File: config.mk
export PLATFORM = sky130hd
export DESIGN_NAME = pwm_bitreset_timer
export DESIGN_NICKNAME = d
export VERILOG_FILES = /design/src/rtl/pwmbr_pkg.sv /design/src/rtl/pwmbr_rst_sync.sv /design/src/rtl/pwmbr_regs.sv /design/src/rtl/pwmbr_counter.sv /design/src/rtl/pwmbr_duty_cmp.sv /design/src/rtl/pwm_bitreset_timer.sv
export SDC_FILE = /design/constraint.sdc
export NUM_CORES = 1
export LEC_CHECK = 0
export ABC_CLOCK_PERIOD_IN_PS = 920
export BUFFER_PORTS_ARGS = -buffer_cell sky130_fd_sc_hd__buf_2
export CORE_ASPECT_RATIO = 1.1
export CORE_MARGIN = 2
export CORE_UTILIZATION = 46
export DETAILED_ROUTE_END_ITERATION = 6
export HOLD_SLACK_MARGIN = 0.08
export PLACE_DENSITY = 0.69
export SYNTH_ARGS = -nofsm -noshare
export SYNTH_HDL_FRONTEND = slang
export SYNTH_HIERARCHICAL = 1
export SYNTH_SLANG_ARGS = --single-unit
File: constraint.sdc
create_clock -name clk -period 0.92 [get_ports clk]
set_input_delay 0.046 -clock clk [delete_from_list [all_inputs] [get_ports clk]]
set_output_delay 0.046 -clock clk [all_outputs]
set_load 0.02 [all_outputs]
File: src/rtl/pwmbr_pkg.sv
package pwmbr_pkg;
  localparam int CNT_W  = 8;
  localparam int PRE_W  = 2;
  localparam int DATA_W = 8;
  localparam int ADDR_W = 1;
  localparam int EN_BIT = 7;
  localparam logic [ADDR_W-1:0] CTRL_OFS = 1'b0;
  localparam logic [ADDR_W-1:0] DUTY_OFS = 1'b1;
endpackage

File: src/rtl/pwmbr_rst_sync.sv
module pwmbr_rst_sync #(
  parameter int STAGES = 2
) (
  input  logic clk,
  input  logic rst_n,
  output logic rst_sync_n
);
  logic [STAGES-1:0] sync_q;
  logic [STAGES-1:0] sync_d;

  always_comb begin
    sync_d = {sync_q[STAGES-2:0], 1'b1};
  end

  always_ff @(posedge clk or negedge rst_n) begin
    if (!rst_n) sync_q <= '0;
    else        sync_q <= sync_d;
  end

  assign rst_sync_n = sync_q[STAGES-1];
endmodule

File: src/rtl/pwmbr_regs.sv
module pwmbr_regs
  import pwmbr_pkg::*;
#(
  parameter int DUTY_W = 7
) (
  input  logic              clk,
  input  logic              rst_n,
  input  logic [ADDR_W-1:0] addr_i,
  input  logic [DATA_W-1:0] wdata_i,
  input  logic              wr_i,
  input  logic              rd_i,
  output logic              en_o,
  output logic [PRE_W-1:0]  presc_o,
  output logic [DUTY_W-1:0] duty_o,
  output logic [DATA_W-1:0] rdata_o
);
  logic              en_q, en_d;
  logic [PRE_W-1:0]  presc_q, presc_d;
  logic [DUTY_W-1:0] duty_q, duty_d;
  logic [DATA_W-1:0] rdata_q, rdata_d;
  logic              ctrl_we, duty_we;
  logic [DATA_W-1:0] ctrl_view, duty_view;
  logic              unused_wbits;

  assign unused_wbits = ^wdata_i;

  always_comb begin
    ctrl_we = wr_i && (addr_i == CTRL_OFS);
    duty_we = wr_i && (addr_i == DUTY_OFS);
    en_d    = wdata_i[EN_BIT];
    presc_d = wdata_i[PRE_W-1:0];
    duty_d  = wdata_i[DUTY_W-1:0];
  end

  always_comb begin
    ctrl_view                = '0;
    ctrl_view[EN_BIT]        = en_q;
    ctrl_view[PRE_W-1:0]     = presc_q;
    duty_view                = '0;
    duty_view[DUTY_W-1:0]    = duty_q;
    rdata_d = (addr_i == CTRL_OFS) ? ctrl_view : duty_view;
  end

  always_ff @(posedge clk or negedge rst_n) begin
    if (!rst_n) begin
      en_q    <= 1'b0;
      presc_q <= '0;
    end else if (ctrl_we) begin
      en_q    <= en_d;
      presc_q <= presc_d;
    end
  end

  always_ff @(posedge clk or negedge rst_n) begin
    if (!rst_n)       duty_q <= '0;
    else if (duty_we) duty_q <= duty_d;
  end

  always_ff @(posedge clk or negedge rst_n) begin
    if (!rst_n)     rdata_q <= '0;
    else if (rd_i)  rdata_q <= rdata_d;
  end

  assign en_o    = en_q;
  assign presc_o = presc_q;
  assign duty_o  = duty_q;
  assign rdata_o = rdata_q;
endmodule

File: src/rtl/pwmbr_counter.sv
module pwmbr_counter #(
  parameter int CNT_W = 8,
  parameter int PRE_W = 2
) (
  input  logic             clk,
  input  logic             rst_n,
  input  logic             en_i,
  input  logic             tick_i,
  input  logic [PRE_W-1:0] presc_i,
  output logic [CNT_W-1:0] cnt_o
);
  localparam int NUM_SEL = 1 << PRE_W;

  logic [CNT_W-1:0]   cnt_q, cnt_d, cnt_inc;
  logic [NUM_SEL-1:0] wrap_vec;
  logic               cnt_ld;

  assign cnt_inc = cnt_q + 1'b1;

  // One wrap candidate per prescaler setting: the bit that clears the count.
  for (genvar g = 0; g < NUM_SEL; g++) begin : g_wrap
    assign wrap_vec[g] = cnt_inc[CNT_W-1-g];
  end

  always_comb begin
    cnt_ld = !en_i || tick_i;
    if (!en_i)                 cnt_d = '0;
    else if (wrap_vec[presc_i]) cnt_d = '0;
    else                       cnt_d = cnt_inc;
  end

  always_ff @(posedge clk or negedge rst_n) begin
    if (!rst_n)      cnt_q <= '0;
    else if (cnt_ld) cnt_q <= cnt_d;
  end

  assign cnt_o = cnt_q;
endmodule

File: src/rtl/pwmbr_duty_cmp.sv
module pwmbr_duty_cmp #(
  parameter int CNT_W  = 8,
  parameter int PRE_W  = 2,
  parameter int DUTY_W = 7
) (
  input  logic              clk,
  input  logic              rst_n,
  input  logic              en_i,
  input  logic [PRE_W-1:0]  presc_i,
  input  logic [CNT_W-1:0]  cnt_i,
  input  logic [DUTY_W-1:0] duty_i,
  output logic              pwm_o
);
  localparam int NUM_SEL = 1 << PRE_W;

  logic [CNT_W-1:0] mask_tbl [NUM_SEL];
  logic [CNT_W-1:0] active;
  logic [CNT_W-1:0] duty_ext;
  logic             pwm_d, pwm_q;

  // Active-bit mask for each prescaler setting.
  for (genvar g = 0; g < NUM_SEL; g++) begin : g_mask
    localparam int SPAN_BITS = CNT_W - 1 - g;
    assign mask_tbl[g] = CNT_W'((1 << SPAN_BITS) - 1);
  end

  always_comb begin
    active   = cnt_i & mask_tbl[presc_i];
    duty_ext = CNT_W'(duty_i);
    pwm_d    = en_i && (active < duty_ext);
  end

  always_ff @(posedge clk or negedge rst_n) begin
    if (!rst_n) pwm_q <= 1'b0;
    else        pwm_q <= pwm_d;
  end

  assign pwm_o = pwm_q;
endmodule

File: src/rtl/pwm_bitreset_timer.sv
module pwm_bitreset_timer
  import pwmbr_pkg::*;
(
  input  logic              clk,
  input  logic              rst_n,
  input  logic              tick_en,
  input  logic [ADDR_W-1:0] reg_addr,
  input  logic [DATA_W-1:0] reg_wdata,
  input  logic              reg_wr,
  input  logic              reg_rd,
  output logic [DATA_W-1:0] reg_rdata,
  output logic              pwm_out
);
  localparam int DUTY_W = CNT_W - 1;

  logic              rst_int_n;
  logic              ctrl_en;
  logic [PRE_W-1:0]  ctrl_presc;
  logic [DUTY_W-1:0] duty_val;
  logic [CNT_W-1:0]  cnt_val;

  pwmbr_rst_sync #(.STAGES(2)) u_rst (
    .clk        (clk),
    .rst_n      (rst_n),
    .rst_sync_n (rst_int_n)
  );

  pwmbr_regs #(.DUTY_W(DUTY_W)) u_regs (
    .clk     (clk),
    .rst_n   (rst_int_n),
    .addr_i  (reg_addr),
    .wdata_i (reg_wdata),
    .wr_i    (reg_wr),
    .rd_i    (reg_rd),
    .en_o    (ctrl_en),
    .presc_o (ctrl_presc),
    .duty_o  (duty_val),
    .rdata_o (reg_rdata)
  );

  pwmbr_counter #(.CNT_W(CNT_W), .PRE_W(PRE_W)) u_cnt (
    .clk     (clk),
    .rst_n   (rst_int_n),
    .en_i    (ctrl_en),
    .tick_i  (tick_en),
    .presc_i (ctrl_presc),
    .cnt_o   (cnt_val)
  );

  pwmbr_duty_cmp #(.CNT_W(CNT_W), .PRE_W(PRE_W), .DUTY_W(DUTY_W)) u_cmp (
    .clk     (clk),
    .rst_n   (rst_int_n),
    .en_i    (ctrl_en),
    .presc_i (ctrl_presc),
    .cnt_i   (cnt_val),
    .duty_i  (duty_val),
    .pwm_o   (pwm_out)
  );
endmodule

== Yosys cells after proc, flatten, opt, wreduce, memory -nomap -nowiden ==
Index checks and enable logic that the tools add are counted.

* Input port bits: 14
* Logic and storage cells: 27
* Flip-flop bits (word level): 29

* Add/subtract/negate cells: 1
* Mux-type cells: 8
* Order comparisons: 3
* Reduce and logical (&&, ||, !) cells: 5
* Bitwise operators: 3

{| class="wikitable"
|+ Operators with widths
! kind !! number
|-
| $mux W8 || 5
|-
| $bmux W8 S2 || 1
|-
| $add A8 B1 Y8 const B || 1
|-
| $and A8 B8 Y8 || 1
|-
| $lt A8 B7 Y1 || 1
|-
| $ge A3 B3 Y1 const B || 1
|-
| $logic_and A1 B1 Y1 || 3
|-
| $lt A2 B3 Y1 const B || 1
|-
| $not A2 Y3 || 1
|-
| $bmux W1 S2 || 1
|-
| $logic_not A1 Y1 || 1
|-
| $logic_or A1 B1 Y1 || 1
|-
| $mux W1 || 1
|-
| $not A1 Y1 || 1
|}

== Longest topological paths before layout ==
* Depth after elaboration: 7
* Gate-level depth with buffers: 7

== Cells and area by module ==
The synthesis kept the hierarchy.

{| class="wikitable"
|+ By module, submodules not included
! module !! area each (um^2) !! times used !! cells each
|-
| pwmbr_regs || 718.2 || 1 || 56
|-
| pwmbr_counter || 574.3 || 1 || 66
|-
| pwmbr_duty_cmp || 205.2 || 1 || 24
|-
| pwmbr_rst_sync || 53.8 || 1 || 3
|}

== Worst setup path before layout ==
No wires, ideal clock.

* Path kind: register to register
* Start point: register u_cnt.cnt_q[0] (netlist: u_cnt/cnt_o[0])
* End point: register u_cnt.cnt_q[3] (netlist: u_cnt/cnt_o[3])
* Period minus slack after synthesis: 1.840 ns
* Path buffers: 0
* Cell stages (with the launch flop): 8
* Path slack: -0.920 ns
* Data arrival time: 1.736 ns
* Cell sequence: dfrtp_1 > ha_1 > and3_2 > nor3b_1 > nor3_1 > nor3_4 > nand2_4 > o311ai_1

* Longest elaborated chain between the ends: 5

{| class="wikitable"
|+ Ends and longest elaborated chain
! what !! RTL line !! RTL
|-
| from (decl) || pwmbr_counter.sv:14 || <nowiki>logic [CNT_W-1:0] cnt_q, cnt_d, cnt_inc;</nowiki>
|-
| from (signal assigned) || pwmbr_counter.sv:34 || <nowiki>else if (cnt_ld) cnt_q <= cnt_d;</nowiki>
|-
| $add A8 B1 Y8 (*) || pwmbr_counter.sv:18 || <nowiki>assign cnt_inc = cnt_q + 1'b1;</nowiki>
|-
| $bmux W1 S2 || pwmbr_counter.sv:28 || <nowiki>else if (wrap_vec[presc_i]) cnt_d = '0;</nowiki>
|-
| $mux W1 (not written as such) || pwmbr_counter.sv:28 ||
|-
| $mux W8 (*) || pwmbr_counter.sv:28 ||
|-
| $mux W8 (*) || pwmbr_counter.sv:27 || <nowiki>if (!en_i) cnt_d = '0;</nowiki>
|}

Every way passes the cells marked *; elsewhere a longest branch is shown, timed or not. The select of a mux whose other input is x is not followed.
A chain may end at the register's enable or synchronous reset.

== Final worst setup path ==
* Start point: register u_cnt.cnt_q[0] (netlist: u_cnt/cnt_o[0])
* End point: register u_cnt.cnt_q[4] (netlist: u_cnt/cnt_o[4])

The elaborated chain is that of the path after synthesis.

==> out/metrics.json <==
{
  "run_status": {"value": "finished, violations left"},
  "failed_checks": {"value": "setup timing"},
  "post-dp-hpwl": {"value": 2680, "unit": "um"},
  "place_ws": {"value": -0.938, "unit": "ns"},
  "placed_area": {"value": 1970, "unit": "um2"},
  "layout.area.seq": {"value": 728, "unit": "um2"},
  "worst_setup_path_end_kind": {"value": "flop"},
  "setup_viol": {"value": 21},
  "minimum_period_implied_by_the_final_worst_setup_slack": {"value": 1.85, "unit": "ns"},
  "critPathMaxFanout": {"value": 6},
  "hold_class": {"value": "primary input to flop"},
  "ioPinCount": {"value": 23},
  "first_pass_iteration_count_of_the_detailed_router": {"value": 5},
  "hold_violations": {"value": 0},
  "cap_viol_max_count": {"value": 0},
  "start_util": {"value": 0.474},
  "post_layout_nonfiller_instances": {"value": 264},
  "post-route-period-util": {"value": 2.02},
  "worst-r2r-setup-slack": {"value": -0.93, "unit": "ns"},
  "routabilityCongestion": {"value": 0.798},
  "final_instance_area": {"value": 2460, "unit": "um2"},
  "synth-edff-count": {"value": 0},
  "maximum_buffer_depth_of_the_clock_tree": {"value": 2},
  "vias": {"value": 1506},
  "worst_ep_required_time": {"value": 1.16, "unit": "ns"},
  "antenna_found_initial": {"value": 0},
  "peakVddDrop": {"value": 1.21, "unit": "mV"},
  "grt_use_total": {"value": 0.231},
  "post_synth_instance_area": {"value": 1550, "unit": "um2"},
  "syn_avg_cell_area": {"value": 10.4, "unit": "um2"},
  "grt_start_max_net_pins": {"value": 28},
  "synthesis.yosys.warnings": {"value": 6},
  "crit_arrival": {"value": 2.09, "unit": "ns"},
  "clock_sink_count": {"value": 29},
  "wl_met1": {"value": 1820, "unit": "um"},
  "place.detailed.instances": {"value": 236},
  "via_count_of_the_first_global_routing_pass": {"value": 1528},
  "clk_root_buffer_cell": {"value": "clkbuf_4"},
  "synthesis_to_finish_area_growth": {"value": 58.3, "unit": "%"},
  "core_area": {"value": 3280, "unit": "um2"},
  "critPathCapture": {"value": "u_cnt/cnt_o[4]"},
  "synthArstFlopShare": {"value": 1.00},
  "critPathLaunchType": {"value": "flop"},
  "htree_levels": {"value": 2},
  "cts_tree": {"value": "built"},
  "final_layout_size_suffix_gt1_frac": {"value": 0.482},
  "clk_pin_slew": {"value": 0.10, "unit": "ns"},
  "setup_ws": {"value": -0.935, "unit": "ns"},
  "remaining_drc_errors": {"value": 0},
  "slew_violations": {"value": 0},
  "multi_input_gate_area_in_the_final_layout": {"value": 911, "unit": "um2"},
  "fill_cells": {"value": 194},
  "met3_length": {"value": 224, "unit": "um"},
  "mostFrequentLayoutCell": {"value": "buf_4"},
  "detailed_route_wirelength_on_metal2": {"value": 2270, "unit": "um"},
  "cts_inserted_buffers": {"value": 5},
  "buffer_ports.inserted": {"value": 22},
  "mostFrequentLayoutCells": {"value": "buf_4 (31), dfrtp_1 (27), buf_6 (15), inv_1 (15), dlygate4sd3_1 (14)"},
  "drt_iter0_drc": {"value": 52},
  "dieWidth": {"value": 59.4, "unit": "um"},
  "grt_pass1_wl": {"value": 6610, "unit": "um"},
  "route.top_layer_used": {"value": "met4"},
  "power.density": {"value": 1550, "unit": "nW/um2"},
  "routed_wire_length_per_instance": {"value": 16.9, "unit": "um"},
  "finish.net_count": {"value": 248},
  "setup_repair_after_global_routing_missed_its_margin": {"value": "true"},
  "max_freq": {"value": 0.539, "unit": "GHz"},
  "drt_wl_total": {"value": 4470, "unit": "um"},
  "hold_slack": {"value": 0.151, "unit": "ns"},
  "synth_cells": {"value": 149},
  "num_rows": {"value": 22},
  "synthFlopType": {"value": "dfrtp_1"},
  "r2r.worst_path.cells": {"value": 7},
  "via_per_instance_ratio": {"value": 5.70},
  "yosysSeqAreaShare": {"value": 0.468},
  "leakagePower": {"value": 0.00112, "unit": "uW"},
  "grt_overflow_total": {"value": 0},
  "finalClockSkew": {"value": 0.00546, "unit": "ns"},
  "worst_r2r_start": {"value": "u_cnt/cnt_o[0]"},
  "clk-insertion-delay-late": {"value": 0.33, "unit": "ns"},
  "synthDistinctLibCells": {"value": 40},
  "ant_nets": {"value": 0},
  "critPathKind": {"value": "flop to flop"},
  "design_power_total": {"value": 3800, "unit": "uW"},
  "n_antenna_cell": {"value": 0},
  "critical_path.startpoint": {"value": "u_cnt/cnt_o[0]"},
  "r2r_end": {"value": "u_cnt/cnt_o[4]"},
  "die_height": {"value": 64.9, "unit": "um"},
  "fp.dieArea": {"value": 3850, "unit": "um2"},
  "synth.ff_latch_count": {"value": 29},
  "number_of_nets_in_the_synthesized_netlist": {"value": 170}
}
-- Yosys cell counts, types with 2 or more instances --
cell / n / area, um2
dfrtp_1: 29 / 726
buf_2: 2 / 10.0
nand2_1: 7 / 26.3
nand3_1: 15 / 75.1
nand2b_1: 4 / 25.0
inv_1: 15 / 56.3
ha_1: 7 / 87.6
mux2i_1: 2 / 20.0
nor3b_1: 3 / 22.5
o21ai_0: 11 / 55.1
nand3b_1: 2 / 15.0
nor2_1: 5 / 18.8
o311ai_1: 2 / 17.5
mux2_2: 10 / 113
a21oi_1: 8 / 40.0
o22ai_1: 2 / 12.5
nand2_4: 2 / 22.5
-- worst min-delay path by stage --
| stage | from | end | slack [ns] | cells past startpoint |
|---|---|---|---|---|
| 3_3_place_gp | rst_n | u_rst/sync_q[0] | -0.17 | 1 |
| 4_1_cts | reg_wr | u_regs/duty_o[0] | 0.12 | 3 |
| 6_report | reg_wr | u_regs/duty_o[4] | 0.15 | 3 |
| 2_1_floorplan | rst_n | u_rst/sync_q[0] | -0.25 | 0 |
| 3_5_place_dp | rst_n | u_rst/sync_q[1] | -0.17 | 1 |
| 5_1_grt | reg_wr | u_regs/duty_o[4] | 0.14 | 3 |
-- critical path, stage by stage (launching register included) --
cell       delay [ns]
dfrtp_1          0.44
ha_4             0.20
and3_4           0.18
nand4_1          0.13
o2111ai_2        0.16
nor3_4           0.28
nand2_4          0.13
o311ai_2         0.23
-- state kept, by name, summed over array words and instances, names as in the netlist --
signal / count
u_regs/rdata_o: 8
u_regs/en_o: 1
u_cmp/pwm_o: 1
u_rst/sync_q: 2
u_cnt/cnt_o: 8
u_regs/duty_o: 7
u_regs/presc_o: 2
-- per-layer routing --
metal	track usage	vias to the layer above
met5	0	-
met3	0.0679	15
met2	0.411	58
met1	0.252	741
met4	0.0852	0
li1	-	692
-- cells by family (layout without fill, tap and decap cells) --
| logic type | count (synthesis) | in the layout | synth area share |
|---|---|---|---|
| flip-flops | 29 | 29 | 0.468 |
| AND/OR/NAND/NOR | 51 | 51 | 0.206 |
| buffers and inverters | 18 | 97 | 0.0476 |
| other | 1 | 1 | 0.00242 |
| adder cells (fa/ha/maj) | 7 | 7 | 0.0564 |
| multiplexers | 12 | 12 | 0.0855 |
| AO/OA/AOI/OAI | 31 | 31 | 0.135 |
-- through the flow --
| stage | TNS (ns) | utilization |
|---|---|---|
| 6_report | -8.19 | 0.750 |
| 5_1_grt | -9.46 | 0.750 |
| 4_1_cts | -7.68 | 0.699 |
| 3_5_place_dp | -7.60 | 0.600 |
| 3_3_place_gp | -7.16 | 0.600 |
| 2_1_floorplan | -6.43 | - |
-- repair_timing --
item                                    in CTS  in global routing
hold endpoints to repair                    20                  0
setup buffers                                2                  6
resized for setup                           21                 28
hold buffers                                14                  0
pin swaps                                    3                 17
endpoints found under the setup margin      22                 24
-- cell type report --
class / count / share of cell area
Clock inverter: 2 / 0.0153
Multi-Input combinational cell: 102 / 0.371
Clock buffer: 6 / 0.0209
Inverter: 15 / 0.0229
Sequential cell: 29 / 0.296
Timing Repair Buffer: 74 / 0.255
Tap cell: 36 / 0.0183
-- power breakdown --
group	internal, uW	switching, uW
clock	645	495
sequential	1410	121
combinational	603	521
(Power assumes the default switching activity.)
